File: config.mk
export PLATFORM = sky130hd
export DESIGN_NAME = bd_fetch_dma
export DESIGN_NICKNAME = d
export VERILOG_FILES = /design/src/rtl/bd_fetch_pkg.sv /design/src/rtl/bd_fetch_desc_check.sv /design/src/rtl/bd_fetch_byte_lane.sv /design/src/rtl/bd_fetch_dma.sv
export SDC_FILE = /design/constraint.sdc
export NUM_CORES = 1
export LEC_CHECK = 0
export BUFFER_PORTS_ARGS = -buffer_cell sky130_fd_sc_hd__buf_2
export CORE_UTILIZATION = 57
export CTS_CLUSTER_SIZE = 24
export DETAILED_ROUTE_END_ITERATION = 8
export PLACE_DENSITY_LB_ADDON = 0.2
export SLEW_MARGIN = 10
export SYNTH_ARGS = -nofsm -noshare
export SYNTH_HDL_FRONTEND = slang
export SYNTH_SLANG_ARGS = --single-unit
File: constraint.sdc
create_clock -name clk -period 2.8 [get_ports clk]
set_clock_uncertainty 0.1 [all_clocks]
set_input_delay 0.28 -clock clk [delete_from_list [all_inputs] [get_ports clk]]
set_output_delay 0.28 -clock clk [all_outputs]
set_load 0.02 [all_outputs]
File: src/rtl/bd_fetch_pkg.sv
package bd_fetch_pkg;

    localparam int BUS_BYTES = 8;
    localparam int DATA_W    = 8 * BUS_BYTES;
    localparam int LANE_W    = $clog2(BUS_BYTES);
    localparam int WORD_W    = 32;

    localparam int OWN_BIT   = 31;
    localparam int FIRST_BIT = 3;
    localparam int LAST_BIT  = 2;

    typedef enum logic [3:0] {
        ST_IDLE,
        ST_DESC0,
        ST_DESC1,
        ST_TX_RD,
        ST_TX_SEND,
        ST_RX_FILL,
        ST_RX_WR,
        ST_WB
    } st_e;

endpackage

File: src/rtl/bd_fetch_desc_check.sv
module bd_fetch_desc_check #(
    parameter int LEN_W = 12,
    parameter int ALIGN = 8
) (
    input  logic             own_flag,
    input  logic             first_flag,
    input  logic             last_flag,
    input  logic [LEN_W-1:0] size_field,
    input  logic [LEN_W-1:0] cmd_count,
    output logic             accept,
    output logic [LEN_W-1:0] limit
);

    localparam logic [LEN_W:0] LOW_MASK = (LEN_W+1)'(ALIGN - 1);

    logic [LEN_W:0] padded;
    logic [LEN_W:0] rounded;

    // Size rounded up to the bus width, one bit wider to hold the carry.
    assign padded  = {1'b0, size_field} + LOW_MASK;
    assign rounded = padded & ~LOW_MASK;

    // Job length is the tighter of command count and rounded size.
    assign limit  = ({1'b0, cmd_count} <= rounded) ? cmd_count : rounded[LEN_W-1:0];
    assign accept = own_flag & first_flag & last_flag;

endmodule

File: src/rtl/bd_fetch_byte_lane.sv
module bd_fetch_byte_lane #(
    parameter int BYTES  = 8,
    parameter int LANE_W = 3
) (
    input  logic [8*BYTES-1:0] word_in,
    input  logic [LANE_W-1:0]  lane,
    input  logic [7:0]         byte_in,
    output logic [7:0]         byte_out,
    output logic [8*BYTES-1:0] word_out
);

    for (genvar g = 0; g < BYTES; g++) begin : g_lane
        assign word_out[8*g +: 8] = (lane == LANE_W'(g)) ? byte_in : word_in[8*g +: 8];
    end

    always_comb begin
        byte_out = '0;
        for (int k = 0; k < BYTES; k++) begin
            if (lane == LANE_W'(k)) begin
                byte_out = word_in[8*k +: 8];
            end
        end
    end

endmodule

File: src/rtl/bd_fetch_dma.sv
module bd_fetch_dma
    import bd_fetch_pkg::*;
#(
    parameter int ADDR_W = 32,
    parameter int LEN_W  = 12
) (
    input  logic                 clk,
    input  logic                 rst_n,
    input  logic                 base_we,
    input  logic [ADDR_W-1:0]    base_wdata,
    input  logic                 start,
    input  logic                 dir,
    input  logic [LEN_W-1:0]     cmd_count,
    output logic                 busy,
    output logic                 mem_req,
    output logic                 mem_we,
    output logic [ADDR_W-1:0]    mem_addr,
    output logic [DATA_W-1:0]    mem_wdata,
    output logic [BUS_BYTES-1:0] mem_wstrb,
    input  logic                 mem_ack,
    input  logic [DATA_W-1:0]    mem_rdata,
    output logic                 tx_valid,
    output logic [7:0]           tx_data,
    input  logic                 tx_ready,
    input  logic                 rx_valid,
    input  logic [7:0]           rx_data,
    output logic                 rx_ready,
    output logic                 evt_tx_done,
    output logic                 evt_rx_done,
    output logic                 evt_unavail
);

    localparam logic [ADDR_W-1:0]    BEAT_STEP   = ADDR_W'(BUS_BYTES);
    localparam logic [BUS_BYTES-1:0] STRB_ALL    = '1;
    localparam logic [BUS_BYTES-1:0] STRB_STATUS = BUS_BYTES'((1 << (WORD_W / 8)) - 1);
    localparam logic [LANE_W-1:0]    LANE_LAST   = LANE_W'(BUS_BYTES - 1);
    localparam logic [WORD_W-1:0]    OWN_MASK    = WORD_W'(1) << OWN_BIT;

    typedef struct packed {
        st_e               st;
        logic              dir;
        logic [LEN_W-1:0]  cmd;
        logic [ADDR_W-1:0] base;
        logic [ADDR_W-1:0] desc;
        logic [ADDR_W-1:0] ptr;
        logic [WORD_W-1:0] status;
        logic [LEN_W-1:0]  limit;
        logic [LEN_W-1:0]  moved;
        logic [LANE_W-1:0] lane;
        logic [DATA_W-1:0] word;
        logic              ev_tx;
        logic              ev_rx;
        logic              ev_un;
    } regs_t;

    regs_t r_q, r_d;

    logic             desc_ok;
    logic [LEN_W-1:0] desc_limit;
    logic [7:0]       lane_byte;
    logic [DATA_W-1:0] word_ins;
    logic [LEN_W-1:0] moved_inc;
    logic             last_byte;

    bd_fetch_desc_check #(
        .LEN_W (LEN_W),
        .ALIGN (BUS_BYTES)
    ) u_desc_check (
        .own_flag   (mem_rdata[OWN_BIT]),
        .first_flag (mem_rdata[FIRST_BIT]),
        .last_flag  (mem_rdata[LAST_BIT]),
        .size_field (mem_rdata[WORD_W +: LEN_W]),
        .cmd_count  (r_q.cmd),
        .accept     (desc_ok),
        .limit      (desc_limit)
    );

    bd_fetch_byte_lane #(
        .BYTES  (BUS_BYTES),
        .LANE_W (LANE_W)
    ) u_byte_lane (
        .word_in  (r_q.word),
        .lane     (r_q.lane),
        .byte_in  (rx_data),
        .byte_out (lane_byte),
        .word_out (word_ins)
    );

    assign moved_inc = r_q.moved + LEN_W'(1);
    assign last_byte = (moved_inc == r_q.limit);

    always_comb begin
        r_d       = r_q;
        r_d.ev_tx = 1'b0;
        r_d.ev_rx = 1'b0;
        r_d.ev_un = 1'b0;

        mem_req   = 1'b0;
        mem_we    = 1'b0;
        mem_addr  = r_q.desc;
        mem_wdata = '0;
        mem_wstrb = '0;
        tx_valid  = 1'b0;
        rx_ready  = 1'b0;

        if (base_we) begin
            r_d.base = base_wdata;
        end

        unique case (r_q.st)
            ST_IDLE: begin
                if (start) begin
                    r_d.st    = ST_DESC0;
                    r_d.dir   = dir;
                    r_d.cmd   = cmd_count;
                    r_d.desc  = r_q.base;
                    r_d.moved = '0;
                    r_d.lane  = '0;
                    r_d.word  = '0;
                end
            end

            ST_DESC0: begin
                mem_req  = 1'b1;
                mem_addr = r_q.desc;
                if (mem_ack) begin
                    if (desc_ok) begin
                        r_d.status = mem_rdata[WORD_W-1:0];
                        r_d.limit  = desc_limit;
                        r_d.st     = ST_DESC1;
                    end else begin
                        r_d.ev_un = 1'b1;
                        r_d.st    = ST_IDLE;
                    end
                end
            end

            ST_DESC1: begin
                mem_req  = 1'b1;
                mem_addr = r_q.desc + BEAT_STEP;
                if (mem_ack) begin
                    r_d.ptr = mem_rdata[ADDR_W-1:0];
                    if (r_q.limit == '0) begin
                        r_d.st = ST_WB;
                    end else if (r_q.dir) begin
                        r_d.st = ST_RX_FILL;
                    end else begin
                        r_d.st = ST_TX_RD;
                    end
                end
            end

            ST_TX_RD: begin
                mem_req  = 1'b1;
                mem_addr = r_q.ptr;
                if (mem_ack) begin
                    r_d.word = mem_rdata;
                    r_d.lane = '0;
                    r_d.st   = ST_TX_SEND;
                end
            end

            ST_TX_SEND: begin
                tx_valid = 1'b1;
                if (tx_ready) begin
                    r_d.moved = moved_inc;
                    r_d.lane  = r_q.lane + LANE_W'(1);
                    if (last_byte) begin
                        r_d.st = ST_WB;
                    end else if (r_q.lane == LANE_LAST) begin
                        r_d.ptr = r_q.ptr + BEAT_STEP;
                        r_d.st  = ST_TX_RD;
                    end
                end
            end

            ST_RX_FILL: begin
                rx_ready = 1'b1;
                if (rx_valid) begin
                    r_d.word  = word_ins;
                    r_d.moved = moved_inc;
                    r_d.lane  = r_q.lane + LANE_W'(1);
                    if (last_byte || (r_q.lane == LANE_LAST)) begin
                        r_d.st = ST_RX_WR;
                    end
                end
            end

            ST_RX_WR: begin
                mem_req   = 1'b1;
                mem_we    = 1'b1;
                mem_addr  = r_q.ptr;
                mem_wdata = r_q.word;
                mem_wstrb = STRB_ALL;
                if (mem_ack) begin
                    r_d.ptr  = r_q.ptr + BEAT_STEP;
                    r_d.word = '0;
                    r_d.lane = '0;
                    r_d.st   = (r_q.moved == r_q.limit) ? ST_WB : ST_RX_FILL;
                end
            end

            ST_WB: begin
                mem_req   = 1'b1;
                mem_we    = 1'b1;
                mem_addr  = r_q.desc;
                mem_wdata = DATA_W'(r_q.status & ~OWN_MASK);
                mem_wstrb = STRB_STATUS;
                if (mem_ack) begin
                    r_d.ev_tx = ~r_q.dir;
                    r_d.ev_rx = r_q.dir;
                    r_d.st    = ST_IDLE;
                end
            end

            default: begin
                r_d.st = ST_IDLE;
            end
        endcase
    end

    always_ff @(posedge clk or negedge rst_n) begin
        if (!rst_n) begin
            r_q <= '0;
        end else begin
            r_q <= r_d;
        end
    end

    assign busy        = (r_q.st != ST_IDLE);
    assign tx_data     = lane_byte;
    assign evt_tx_done = r_q.ev_tx;
    assign evt_rx_done = r_q.ev_rx;
    assign evt_unavail = r_q.ev_un;

    // Event outputs never overlap.
    assert_event_onehot_R8: assert property (@(posedge clk) disable iff (!rst_n)
        $onehot0({evt_tx_done, evt_rx_done, evt_unavail}));

    // Completion only follows an acknowledged status write-back.
    assert_done_after_wb_R7: assert property (@(posedge clk) disable iff (!rst_n)
        (evt_tx_done || evt_rx_done) |->
            $past(mem_req && mem_ack && mem_we && (mem_wstrb == STRB_STATUS)));

    // The status write-back always hands ownership back.
    assert_wb_own_clear_R7: assert property (@(posedge clk) disable iff (!rst_n)
        (mem_req && mem_we && (mem_wstrb == STRB_STATUS)) |-> !mem_wdata[OWN_BIT]);

    // Unavailable follows a descriptor read and leaves the engine idle.
    assert_unavail_idle_R3: assert property (@(posedge clk) disable iff (!rst_n)
        evt_unavail |-> (!busy && $past(mem_req && mem_ack && !mem_we)));

    // A pending memory request is held unchanged.
    assert_req_hold_R2: assert property (@(posedge clk) disable iff (!rst_n)
        (mem_req && !mem_ack) |=> (mem_req && $stable(mem_addr) && $stable(mem_we)));

    // Outgoing stream byte is held while the sink stalls.
    assert_tx_hold_R11: assert property (@(posedge clk) disable iff (!rst_n)
        (tx_valid && !tx_ready) |=> (tx_valid && $stable(tx_data)));

    // Byte progress never passes the job length.
    assert_moved_bound_R6: assert property (@(posedge clk) disable iff (!rst_n)
        busy |-> (r_q.moved <= r_q.limit));

    // Idle engine drives no traffic.
    assert_idle_quiet_R1: assert property (@(posedge clk) disable iff (!rst_n)
        (!busy && !$past(busy)) |-> (!mem_req && !tx_valid && !rx_ready
                                      && !evt_tx_done && !evt_rx_done));

endmodule

==> impl_metrics.py <==
metrics = {
    "finish": {
        "finalCoreUtilization_pct": 78.3,
        "final_design_area_no_fill_mm2": 0.0190,
        "area_growth_syn_to_layout_pct": 35.2,
        "layout_cell_share_with_drive_strength_beyond_1_pct": 34.0,
        "final_cells": 2314,
        "layout.nets": 2111,
    },
    "critical_path": {
        "cp.arrival_ns": 2.66,
        "timing.rr.start": "r_q[70]",
        "reg2reg_setup_slack_ns": 0.19,
        "crit_path_max_fanout": 3,
        "worst_setup_path_end_kind": "output port",
        "depth_of_the_most_critical_reg_to_reg_path": 10,
        "worstSetupPathType": "flip-flop to output port",
        "required_time_worst_endpoint_ns": 2.42,
        "r2r-end": "r_q[131]",
        "cp-start-kind": "flip-flop",
    },
    "sta": {
        "finalHoldViolations": 0,
        "finalSetupViolCount": 24,
        "rsz0062_at_grt": "yes",
        "timing.final.ws_setup_ns": -0.244,
        "clock.fmax_ghz": 0.328,
        "timing_max_transition_violations_final": 0,
        "final.period_utilization_pct": 109,
        "timing.slew.headroom_pct": 50.4,
        "worst_pin_slew_ns": 0.745,
        "min_period_ns": 3.04,
    },
    "power_and_ir_drop": {
        "power_frac_comb_pct": 52.9,
        "power.density_cell_area_mw_per_mm2": 1150,
        "share_clk_of_total_power_pct": 18.0,
        "internal_power_mw": 12.0,
        "vdd_drop_max_v": 0.000849,
        "share_seq_of_total_power_pct": 29.1,
        "switch_share_pct": 44.9,
        "p_switching_mw": 9.81,
        "leakagePower_nw": 8.67,
    },
    "routing": {
        "drt-initial-drc-count": 1653,
        "avgRoutedWirePerCell_um": 21.3,
        "dr.pass1.iters": 6,
        "route.detailed.drc": 0,
        "postRouteAntennaNets": 0,
        "vias_per_cell": 6.38,
        "wl_um": 49400,
        "vias": 14800,
    },
    "yosys": {
        "syn_area_mm2": 0.0140,
        "synth_ff_type": "sky130_fd_sc_hd__dfrtp_1",
        "synth_edf_count": 0,
        "post-synth-top-area-cell": "sky130_fd_sc_hd__dfrtp_1",
        "area_share_of_and_or_nand_nor_cells_after_synthesis_pct": 17.1,
        "syn_inst": 1593,
        "synth-warning-count": 0,
        "synth.mux.area_fraction_pct": 9.99,
        "synth_top_family_by_area": "compound AO/OA/AOI/OAI gates",
        "async_flop_share_pct": 100,
        "synthXorXnorAreaFrac_pct": 1.74,
        "ys_seq_area_share_pct": 42.2,
        "mean_instance_size_in_the_synthesized_netlist_um2": 8.82,
        "synth_commonest_cells": "237 x sky130_fd_sc_hd__dfrtp_1, 231 x sky130_fd_sc_hd__a21oi_1, 172 x sky130_fd_sc_hd__nand2_1",
        "yosys_register_bits": 237,
        "synthMostInstantiatedCell": "sky130_fd_sc_hd__dfrtp_1",
        "area_share_of_the_leading_cell_type_in_the_synthesized_netlist_pct": 42.2,
        "synth.lib_cells_used.distinct": 75,
        "synth.top_cells.by_area": "sky130_fd_sc_hd__dfrtp_1 42%, sky130_fd_sc_hd__mux2_2 8.8%, sky130_fd_sc_hd__a21oi_1 8.2%",
        "post_synth_fa_ha_maj_area_fraction_pct": 1.60,
        "synthesis.nets": 1735,
        "synth_compound_area_share_pct": 22.1,
    },
    "place": {
        "numPortBuffers": 243,
        "dpl_cell_area_mm2": 0.0160,
        "dp_slack_ns": -0.176,
        "place.detailed.hpwl_um": 32300,
        "gp_routability_congestion": 0.929,
        "placedCellCount": 2127,
    },
    "clock_tree": {
        "path_clk_slew_ns": 0.07,
        "ctsHtreeMaxLevel": 1,
        "clkSinkCount": 237,
        "ctsLongestPathBuffers": 3,
        "cts_buffers": 26,
        "clock_insertion_delay_at_the_later_pin_of_the_skew_report_ns": 0.54,
        "root_buffer": "sky130_fd_sc_hd__clkbuf_16",
        "cts_tree": "done",
    },
    "run_status": {
        "failed_checks": "negative setup slack",
        "result_of_the_run": "complete, but fails checks",
    },
    "die": {
        "height_of_the_die_um": 159,
        "design.die.area_mm2": 0.0253,
        "placementRows": 57,
        "design.portCount": 244,
        "core_area_mm2": 0.0242,
        "initial_core_utilization_pct": 57.9,
        "fp.dieW_um": 159,
    },
    "grt": {
        "grt_max_degree": 78,
        "antenna_found_initial": 2,
        "grt_overflow": 0,
        "grt.total_usage_pct": 38.1,
        "grt_pass1_wl_um": 77000,
        "grt_pass1_vias": 14300,
    },
    "min_path": {
        "whs_endpoint": "r_q[43]",
        "min_delay_path_depth": 3,
        "source_of_the_worst_hold_timing_path": "mem_rdata[40]",
        "timing.hold.worst.class": "input port to flip-flop",
    },
    "flow_run": {
        "number_of_maximum_capacitance_violations": 0,
    },
}
-- worst max-delay path: stages, from the launching register on --
cell and delay [ns]:
sky130_fd_sc_hd__dfrtp_2 0.39, sky130_fd_sc_hd__ha_4 0.14, sky130_fd_sc_hd__nand4_1 0.19, sky130_fd_sc_hd__nor3_4 0.29, sky130_fd_sc_hd__buf_6 0.14, sky130_fd_sc_hd__nand4bb_4 0.11, sky130_fd_sc_hd__buf_6 0.14, sky130_fd_sc_hd__nor4_4 0.19
sky130_fd_sc_hd__o21ai_2 0.11, sky130_fd_sc_hd__o31ai_2 0.11, sky130_fd_sc_hd__a21oi_2 0.13, sky130_fd_sc_hd__buf_4 0.17
-- cell type report --
| class | instances | area, um^2 |
|---|---|---|
| timing repair buffer | 486 | 3580 |
| tap | 324 | 405 |
| multi-input combinational | 1190 | 7960 |
| clock buffer | 33 | 748 |
| fill | 1640 | 5260 |
| inverter | 28 | 111 |
| sequential | 237 | 5940 |
| clock inverter | 15 | 236 |
| antenna | 1 | 2.50 |
-- state kept, by name (all words and copies together) (netlist names) --
| register | flops |
|---|---|
| evt_unavail | 1 |
| r_q | 234 |
| evt_tx_done | 1 |
| evt_rx_done | 1 |
-- cell families (layout without fill, tap and decap cells) --
kind of cell | Yosys count | after routing
mux | 126 | 126
buf+inv | 166 | 562
xor+xnor | 27 | 27
compound gates | 524 | 524
flops | 237 | 237
other cells | 0 | 1
fa+ha+maj | 18 | 18
simple gates | 495 | 495
-- power by group through the flow --
stage          registers, mW  clock network [mW]  logic, mW
3_3_place_gp            6.19                   0       9.32
4_1_cts                 6.21                3.93       10.3
5_1_grt                 6.44                4.09       12.4
6_report                6.34                3.93       11.6
3_5_place_dp            6.24                   0       9.57
2_1_floorplan           5.62                   0       6.75
-- worst max path at each step --
stage	from	endpoint	slack (ns)	depth (start not counted)
CTS	r_q[162]	mem_addr[25]	-0.18	10
finish	r_q[161]	mem_addr[31]	-0.24	11
detailed placement	mem_rdata[34]	r_q[88]	-0.18	14
floorplan	mem_rdata[34]	r_q[91]	0.01	13
global placement	mem_rdata[34]	r_q[86]	-0.1	14
global route	r_q[161]	mem_addr[25]	-0.29	10
-- stage by stage --
step                      total power, mW  TNS, ns  hold WS (ns)
after CTS                            20.5    -1.53    0.00000971
final                                21.8    -2.82       0.00556
after floorplan                      12.4        0        -0.116
after global placement               15.5   -0.654         0.216
after global routing                 22.9    -4.53        0.0337
after detailed placement             15.8    -1.47         0.214
-- routing by layer --
layer	global-route usage [%]	routed length (um)
met2	63.2	23700
met5	0	9
met1	47.9	18300
met3	7.03	4710
met4	19.1	2710
-- repair_timing --
item / CTS / global route
gates cloned: 1 / 1
pin swaps: 42 / 54
hold buffers: 97 / 0
resized for setup: 100 / 103
endpoints found under the setup margin: 30 / 47
buffers inserted: 25 / 19
hold endpoints to repair: 180 / 0
-- cell usage in the layout, fill, tap and decap left out, drive strengths merged, types with 4 or more instances in the layout --
cell type	count
mux2	111
and3	53
bufinv	6
mux2i	15
a31oi	8
dfrtp	237
a221oi	7
nor2b	8
nor3	20
a211oi	7
clkinv	6
nand4	19
o21ai	130
inv	27
o31ai	15
a21oi	231
nand2	174
a22o	32
dlygate4sd3	97
nand2b	6
nor2	136
nand3	42
ha	18
xnor2	10
buf	388
a22oi	8
a2bb2oi	8
a21o	10
clkbuf	34
o221ai	12
and4	7
or3	10
o22ai	31
xor2	17
clkinvlp	4
nor4	10
Note: power is estimated with default switching activity, not from simulation.
